--- config.mk ---
export PLATFORM = sky130hd
export DESIGN_NAME = chan_seq_top
export DESIGN_NICKNAME = d
export VERILOG_FILES = /design/src/rtl/chan_seq_pkg.sv /design/src/rtl/chan_strobe_src.sv /design/src/rtl/chan_seq_core.sv /design/src/rtl/chan_seq_top.sv
export SDC_FILE = /design/constraint.sdc
export NUM_CORES = 1
export LEC_CHECK = 0
export ABC_AREA = 0
export CORE_ASPECT_RATIO = 0.7
export CORE_MARGIN = 4
export CORE_UTILIZATION = 30
export CTS_CLUSTER_DIAMETER = 30
export CTS_CLUSTER_SIZE = 20
export DETAILED_ROUTE_END_ITERATION = 10
export SLEW_MARGIN = 10
export SYNTH_ARGS = -nofsm -noshare
export SYNTH_HDL_FRONTEND = slang
export SYNTH_SLANG_ARGS = --single-unit
--- constraint.sdc ---
create_clock -name clk -period 3.5 [get_ports clk]
set_clock_uncertainty 0.15 [all_clocks]
set_input_delay 0.7 -clock clk [delete_from_list [all_inputs] [get_ports clk]]
set_output_delay 0.7 -clock clk [all_outputs]
set_load 0.1 [all_outputs]
--- src/rtl/chan_seq_pkg.sv ---
package chan_seq_pkg;

    typedef struct packed {
        logic trig_prev;
        logic strb_n_prev;
        logic trig_en;
    } src_state_t;

    typedef enum logic [1:0] {
        ACT_HOLD,
        ACT_LOAD,
        ACT_STEP,
        ACT_WRAP
    } seq_act_e;

endpackage

--- src/rtl/chan_strobe_src.sv ---
module chan_strobe_src
    import chan_seq_pkg::*;
(
    input  logic clk,
    input  logic rst_n,
    input  logic sw_strobe,
    input  logic ext_trig,
    input  logic ext_strobe_n,
    input  logic en_wr,
    input  logic en_wdata,
    output logic strobe
);

    src_state_t s_d, s_q;
    logic       trig_hit;
    logic       pin_hit;

    always_comb begin
        s_d             = s_q;
        s_d.trig_prev   = ext_trig;
        s_d.strb_n_prev = ext_strobe_n;
        if (en_wr) begin
            s_d.trig_en = en_wdata;
        end
        trig_hit = s_q.trig_en & ext_trig & ~s_q.trig_prev;
        pin_hit  = ~ext_strobe_n & s_q.strb_n_prev;
        strobe   = sw_strobe | trig_hit | pin_hit;
    end

    always_ff @(posedge clk) begin
        if (!rst_n) begin
            s_q <= '{trig_prev: 1'b0, strb_n_prev: 1'b1, trig_en: 1'b0};
        end else begin
            s_q <= s_d;
        end
    end

    // with the trigger masked and the other sources quiet, no strobe
    a_r7_masked_trig: assert property (@(posedge clk) disable iff (!rst_n)
        (!s_q.trig_en && !sw_strobe && ext_strobe_n) |-> !strobe);

    // a falling edge on the ungated pin always gives a strobe
    a_r8_ungated_pin: assert property (@(posedge clk) disable iff (!rst_n)
        $fell(ext_strobe_n) |-> strobe);

endmodule

--- src/rtl/chan_seq_core.sv ---
module chan_seq_core
    import chan_seq_pkg::*;
#(
    parameter int CHAN_W = 8
) (
    input  logic              clk,
    input  logic              rst_n,
    input  logic              strobe,
    input  logic              conv_done,
    input  logic              addr_wr,
    input  logic [CHAN_W-1:0] addr_wdata,
    input  logic [CHAN_W-1:0] max_chan,
    output logic [CHAN_W-1:0] chan,
    output logic              busy,
    output logic              conv_start,
    output logic              overrun
);

    typedef struct packed {
        logic [CHAN_W-1:0] chan;
        logic [CHAN_W-1:0] start;
        logic              pend;
        logic              busy;
        logic              cs;
        logic              ov;
    } core_state_t;

    core_state_t       st_d, st_q;
    seq_act_e          act;
    logic              take;
    logic              eff_pend;
    logic [CHAN_W-1:0] eff_start;

    always_comb begin
        st_d      = st_q;
        act       = ACT_HOLD;
        eff_start = addr_wr ? addr_wdata : st_q.start;
        eff_pend  = addr_wr | st_q.pend;
        take      = strobe & (~st_q.busy | conv_done);

        if (take) begin
            if (eff_pend) begin
                act = ACT_LOAD;
            end else if (st_q.chan >= max_chan) begin
                act = ACT_WRAP;
            end else begin
                act = ACT_STEP;
            end
        end

        st_d.start = eff_start;
        st_d.pend  = eff_pend & ~take;
        case (act)
            ACT_LOAD, ACT_WRAP: st_d.chan = eff_start;
            ACT_STEP:           st_d.chan = st_q.chan + 1'b1;
            default:            st_d.chan = st_q.chan;
        endcase
        st_d.busy = take | (st_q.busy & ~conv_done);
        st_d.cs   = take;
        st_d.ov   = strobe & ~take;
    end

    always_ff @(posedge clk) begin
        if (!rst_n) begin
            st_q <= '{chan: '0, start: '0, pend: 1'b1, busy: 1'b0, cs: 1'b0, ov: 1'b0};
        end else begin
            st_q <= st_d;
        end
    end

    assign chan       = st_q.chan;
    assign busy       = st_q.busy;
    assign conv_start = st_q.cs;
    assign overrun    = st_q.ov;

    // a refused strobe keeps the channel
    a_r5_busy_hold: assert property (@(posedge clk) disable iff (!rst_n)
        (st_q.busy && strobe && !conv_done) |=> $stable(chan));

    // a refused strobe reports an overrun
    a_r5_overrun: assert property (@(posedge clk) disable iff (!rst_n)
        (st_q.busy && strobe && !conv_done) |=> (overrun && !conv_start));

    // a conversion start always leaves the block busy
    a_r6_start_busy: assert property (@(posedge clk) disable iff (!rst_n)
        conv_start |-> busy);

    // a plain step moves up by exactly one
    a_r3_step: assert property (@(posedge clk) disable iff (!rst_n)
        (strobe && !st_q.busy && !st_q.pend && !addr_wr && st_q.chan < max_chan)
        |=> chan == $past(st_q.chan) + 1'b1);

    // at or past the limit the channel returns to the start
    a_r4_wrap: assert property (@(posedge clk) disable iff (!rst_n)
        (strobe && !st_q.busy && !st_q.pend && !addr_wr && st_q.chan >= max_chan)
        |=> chan == $past(st_q.start));

    // start and overrun pulses never coincide
    a_r1_pulse_excl: assert property (@(posedge clk) disable iff (!rst_n)
        $onehot0({conv_start, overrun}));

endmodule

--- src/rtl/chan_seq_top.sv ---
module chan_seq_top #(
    parameter int CHAN_W = 8,
    parameter int MUX_W  = 4
) (
    input  logic                clk,
    input  logic                rst_n,
    input  logic                addr_wr,
    input  logic [CHAN_W-1:0]   addr_wdata,
    input  logic                trig_en_wr,
    input  logic                trig_en_wdata,
    input  logic                sw_strobe,
    input  logic                ext_trig,
    input  logic                ext_strobe_n,
    input  logic                conv_done,
    input  logic [CHAN_W-1:0]   max_chan,
    input  logic                diff_mode,
    output logic [CHAN_W-1:0]   chan_q,
    output logic [MUX_W-1:0]    chan_out,
    output logic [CHAN_W-MUX_W-1:0] exp_addr,
    output logic [CHAN_W-MUX_W-1:0] exp_limit,
    output logic                busy,
    output logic                conv_start,
    output logic                overrun
);

    localparam int PAIR_W = MUX_W - 1;

    logic strobe;

    chan_strobe_src u_src (
        .clk          (clk),
        .rst_n        (rst_n),
        .sw_strobe    (sw_strobe),
        .ext_trig     (ext_trig),
        .ext_strobe_n (ext_strobe_n),
        .en_wr        (trig_en_wr),
        .en_wdata     (trig_en_wdata),
        .strobe       (strobe)
    );

    chan_seq_core #(.CHAN_W(CHAN_W)) u_core (
        .clk        (clk),
        .rst_n      (rst_n),
        .strobe     (strobe),
        .conv_done  (conv_done),
        .addr_wr    (addr_wr),
        .addr_wdata (addr_wdata),
        .max_chan   (max_chan),
        .chan       (chan_q),
        .busy       (busy),
        .conv_start (conv_start),
        .overrun    (overrun)
    );

    // Differential pairs share the lower half of the mux: top address bit is dropped
    always_comb begin
        chan_out = chan_q[MUX_W-1:0];
        if (diff_mode) begin
            chan_out = {1'b0, chan_q[PAIR_W-1:0]};
        end
    end

    assign exp_addr  = chan_q[CHAN_W-1:MUX_W];
    assign exp_limit = max_chan[CHAN_W-1:MUX_W];

endmodule

; ---- Yosys cells after proc, flatten, opt, wreduce, memory -nomap -nowiden
; Cells that the tools add are included.
[totals]
ff_bits = 23
word_cells = 39
[op_classes]
n_eq_ne = 3
n_bitwise = 17
n_lt_le_gt_ge = 1
n_mux = 6
n_reduce_logical = 2
addsub = 1
[ops]
columns = cell, n
row1 = one-hot mux 8 bit (2 select lines), 1
row2 = "adder 8 x 1 -> 8 bit, second input constant", 1
row3 = greater-or-equal comparator 8 bit, 1
row4 = 2-to-1 mux 8 bit, 1
row5 = bitwise AND 1 bit, 7
row6 = inverter 1 bit, 5
row7 = OR 1 bit, 5
row8 = "equality test 2 bit, second input constant", 2
row9 = 2-to-1 mux 2 bit, 2
row10 = 2-to-1 mux 4 bit, 1
row11 = "equality test 2 x 1 -> 1 bit, second input constant", 1
row12 = nonzero test 2 bit, 1
row13 = OR reduction 2 bit, 1
row14 = 2-to-1 mux 1 bit, 1

; ---- Depth between registers and ports, before layout
[depth]
depth_word = 9
depth_mapped = 7
mapped_depth_nobuf = 7

; ---- Hierarchy
; Synthesis repeated with hierarchy kept, for this count alone.
[unflattened]
hier_cells = 155
hier_area_um2 = 1402.6
[modules_own_cells]
columns = module, area_each_um2, instances, cells_each
row1 = chan_seq_core, 1197.4, 1, 132
row2 = chan_strobe_src, 108.9, 1, 11
row3 = chan_seq_top, 96.3, 1, 12

; ---- Worst setup path before layout
; OpenSTA, ideal clock, no wires.
[synth_path]
path_kind = in2out
start = input port diff_mode
end = output port chan_out[3]
arrival_ps = 2035
required_time_ps = 2650
n_path_buf = 0
path_slack_ps = 615
stages = 1
cell_sequence = nor2b_1
[synth_via]
elab_chain_len = 1
[synth_rtl]
columns = element, line
row1 = "start, declared", chan_seq_top.sv:16  ; input logic diff_mode,
row2 = 2-to-1 mux 4 bit, chan_seq_top.sv:58  ; if (diff_mode) begin
row3 = "end, declared", chan_seq_top.sv:18  ; output logic [MUX_W-1:0] chan_out,
; No other way between the ends.

; ---- Final worst setup path
[layout_path]
start = input port max_chan[7]
end = register u_core.st_q (netlist bit u_core.chan[4])
[layout_via]
elab_chain_len = 7
word_cells_on_any_way = 10
[layout_rtl]
columns = element, line
row1 = "start, declared", chan_seq_top.sv:15  ; input logic [CHAN_W-1:0] max_chan,
row2 = greater-or-equal comparator 8 bit *, chan_seq_core.sv:44  ; end else if (st_q.chan >= max_chan) begin
row3 = 2-to-1 mux 1 bit *, chan_seq_core.sv:44
row4 = 2-to-1 mux 2 bit *, chan_seq_core.sv:42  ; if (eff_pend) begin
row5 = 2-to-1 mux 2 bit *, chan_seq_core.sv:41  ; if (take) begin
row6 = equality test 2 x 1 -> 1 bit or equality test 2 bit (tied branches), chan_seq_core.sv:53  ; case (act)
row7 = OR reduction 2 bit, chan_seq_core.sv:53
row8 = one-hot mux 8 bit (2 select lines) or nonzero test 2 bit (tied branches), -
row9 = "end signal, assigned", chan_seq_core.sv:65  ; st_q <= '{chan: '0, start: '0, pend: 1'b1, busy: 1'b0, cs: 1'b0, ov: 1'b0};
row10 = "end signal, assigned", chan_seq_core.sv:67  ; st_q <= st_d;
row11 = "end, declared", chan_seq_core.sv:28  ; core_state_t st_d, st_q;
; Every way passes the cells marked *; elsewhere a longest branch is shown, timed or not.
; A chain may end at the register's enable or synchronous reset.

==> impl_metrics.yaml <==
floorplanning:
  num_rows: 20
  dieArea_mm2: 0.005767
  die_x_um: 89.07
  start_util: 0.3151
  dieHeight_um: 64.75
  core_area_mm2: 0.004379
  pin_count: 49
layout:
  antennaDiodeCount: 0
  drive_gt1_frac: 0.1832
  fin_nets: 227
  syn2layout_area_growth_pct: 28.83
  final_cell_area_mm2: 0.001778
job:
  drv_cap: 0
cts:
  htree_num_levels: 1
  cts_tree: "built"
  cts_sinks: 23
  clk_pin_slew_ns: 0.08
  cts_buffers: 3
  cts_max_path_buffers: 2
  postCtsHoldBufs: 0
  cts_setup_buffers: 0
  cts.repair.resized: 0
  root_buffer: "clkbuf_8"
  clk_latency_ns: 0.26
synthesis:
  synth_flop_cell: "dfxtp_1"
  netlist.area_leader.share: 0.3336
  synth_edf_count: 0
  synth_cells: 159
  yosys-top-cells-area: "dfxtp_1, buf_4, ha_1"
  yosys_warnings: 0
  synth_area_mm2: 0.001380
  avgSynthCellArea_um2: 8.680
  yosys.cell_types.count: 37
  yosys.area.top_type: "dfxtp_1"
  ys_ff_latch: 23
  async_reset_ff_frac: 0
  synth.most_common_cell: "dfxtp_1"
  synth_commonest_cells: "dfxtp_1, buf_4, nor2_1"
  syn-num-nets: 194
  seq_area_frac_synth: 0.3336
sta:
  fmax_ghz: 0.3671
  slew_headroom: 0.6695
  finalSetupViolCount: 0
  rsz0062_at_grt: "false"
  period_minus_slack_ns: 2.724
  finalMaxSlewViolations: 0
  tns_ns: 0
  hold_viol_final: 0
  period_share: 0.7782
  worst_slew_pin_slew_ns: 0.4939
drt:
  via_per_inst: 4.699
  drc: 0
  drt_iter0_drc: 89
  drtAntennaViolNets: 0
  wl_per_cell_um: 13.02
  drtPass1Iterations: 4
  via_count: 1156
  drt_wl_total_mm: 3.203
min_path:
  hold_depth: 2
  hold_end: "u_core.st_q[3]"
  min_from: "u_core.st_q[3]"
  hp-class: "flip-flop to flip-flop"
place:
  io_buffer_count: 48
  postPlaceCellArea_mm2: 0.001733
  dp_hpwl_mm: 2.498
  gp_congestion: 0.7835
worst_setup_path:
  reg2reg_from: "u_core.chan[6]"
  crit_path_top_delay_cell: "clkdlybuf4s50_1"
  slowest_delay_ns: 0.47
  endpoint_kind: "flip-flop"
  cp.arrival_ns: 2.73
  path_max_fanout: 7
  crit_type: "primary input to flip-flop"
  path_cells: "clkdlybuf4s50_1 > inv_1 > ha_1 > and3_1 > a221oi_4 > o21a_2 > nor2_1 > a211o_1"
  reg2reg_depth: 6
  r2r_setup_slack_ns: 1.27
  worst_r2r_endpoint: "u_core.chan[4]"
  cp.required_ns: 3.51
  worst_setup_path_start_kind: "primary input"
global_routing:
  grt_util_met2: 0.1574
  use_met1: 0.1721
  grt_max_degree: 20
  grt_busiest_layer: "met1"
  grt_pass1_vias: 1052
  grt_pass1_wl_mm: 5.154
  use_met3: 0.03939
  grt-ovfl-total: 0
  track_usage: 0.1141
  antenna_found_initial: 0
power:
  powerDensity_mw_per_mm2: 424.8
  vdd_drop_max_v: 0.0002327
  leakagePower_nw: 0.8273
outcome:
  status: "finished, final reports clean"
## critical path, delay by kind of cell
kind	cells	cell delay [ns]
buffers and inverters	2	0.52
adders and majority gates	1	0.33
and+or+nand+nor	2	0.33
AOI/OAI and AO/OA	3	0.85
## layout by cell type (no fill, tap or decap)
cell type        instances
nor2b_1                  3
clkdlybuf4s50_1         25
a21o_1                   1
nand2_1                  4
clkinv_1                 1
o21ai_2                  1
a221oi_4                 1
nor4_1                   3
inv_1                    9
nor2_1                  15
o21a_2                   1
ha_1                     9
clkbuf_8                 3
a22oi_1                  1
or3_4                    1
nor4b_1                  1
o31ai_1                  1
o21a_1                   1
a211o_1                  4
nand4_1                  4
a2111o_1                 1
and3b_1                  1
a21oi_1                  3
o21ai_0                  3
or4_1                    1
nor3_1                   2
nand3_1                 13
o21ai_1                  1
nand2b_1                 5
and3_1                   6
a31oi_1                  1
clkbuf_1                 1
buf_4                   27
and2_1                   1
mux2i_1                  9
or2_2                    1
o211ai_1                 3
dfxtp_1                 23
## routing by layer
| metal | vias to the layer above | part of all wire |
|---|---|---|
| li1 | 615 | - |
| met1 | 508 | 0.50 |
| met2 | 31 | 0.41 |
| met3 | 2 | 0.080 |
| met4 | 0 | 0.0034 |
| met5 | - | 0 |
## sequential cells by signal, indices dropped and copies added, names as in the netlist
register and count:
u_core.st_q 9, u_core.chan 8, u_src.s_q 3, u_core.busy 1
u_core.conv_start 1, u_core.overrun 1
## cell type report
cell class / count / area [um2]
Clock buffer: 4 / 45.04
Fill cell: 468 / 2601
Inverter: 10 / 37.54
Multi-Input combinational cell: 102 / 713.2
Sequential cell: 23 / 460.4
Tap cell: 55 / 68.82
Timing Repair Buffer: 52 / 452.9
## how the worst max path moves through the flow
| stage | start | to | slack [ns] |
|---|---|---|---|
| after global placement | max_chan[7] | u_core.chan[4] | 0.53 |
| after CTS | max_chan[7] | u_core.chan[4] | 0.78 |
| after global routing | max_chan[7] | u_core.chan[4] | 0.70 |
| after floorplan | diff_mode | chan_out[3] | 0.61 |
| after detailed placement | max_chan[7] | u_core.chan[0] | 0.49 |
| final | max_chan[7] | u_core.chan[4] | 0.78 |
## report_power, final
group | internal (W) | switching (W) | total (W)
Sequential | 0.000280 | 0.0000196 | 0.000300
Combinational | 0.0000848 | 0.000208 | 0.000293
Clock | 0.0000811 | 0.0000813 | 0.000162
## logic make-up after synthesis
group,after synthesis,share of synthesized area
adder cells (fa/ha/maj),9,0.08160
flip-flops,23,0.3336
AO/OA/AOI/OAI,23,0.1333
AND/OR/NAND/NOR,61,0.2366
buffers and inverters,34,0.1496
multiplexers,9,0.06528
## through the flow
stage / instances / worst slack [ns] / hold WS [ns] / utilization / power (W)
finish: 246 / 0.7762 / 0.3353 / 0.4060 / 0.0007553
global route: 246 / 0.6985 / 0.3876 / 0.4060 / 0.0008036
CTS: 246 / 0.7756 / 0.3415 / 0.4060 / 0.0007645
detailed placement: 242 / 0.4901 / 0.3191 / 0.3957 / 0.0006009
global placement: 242 / 0.5262 / 0.3170 / 0.3957 / 0.0006007
floorplan: 159 / 0.6147 / 0.2953 / - / 0.0005406
No activity file was read; power rests on OpenSTA's default activity.
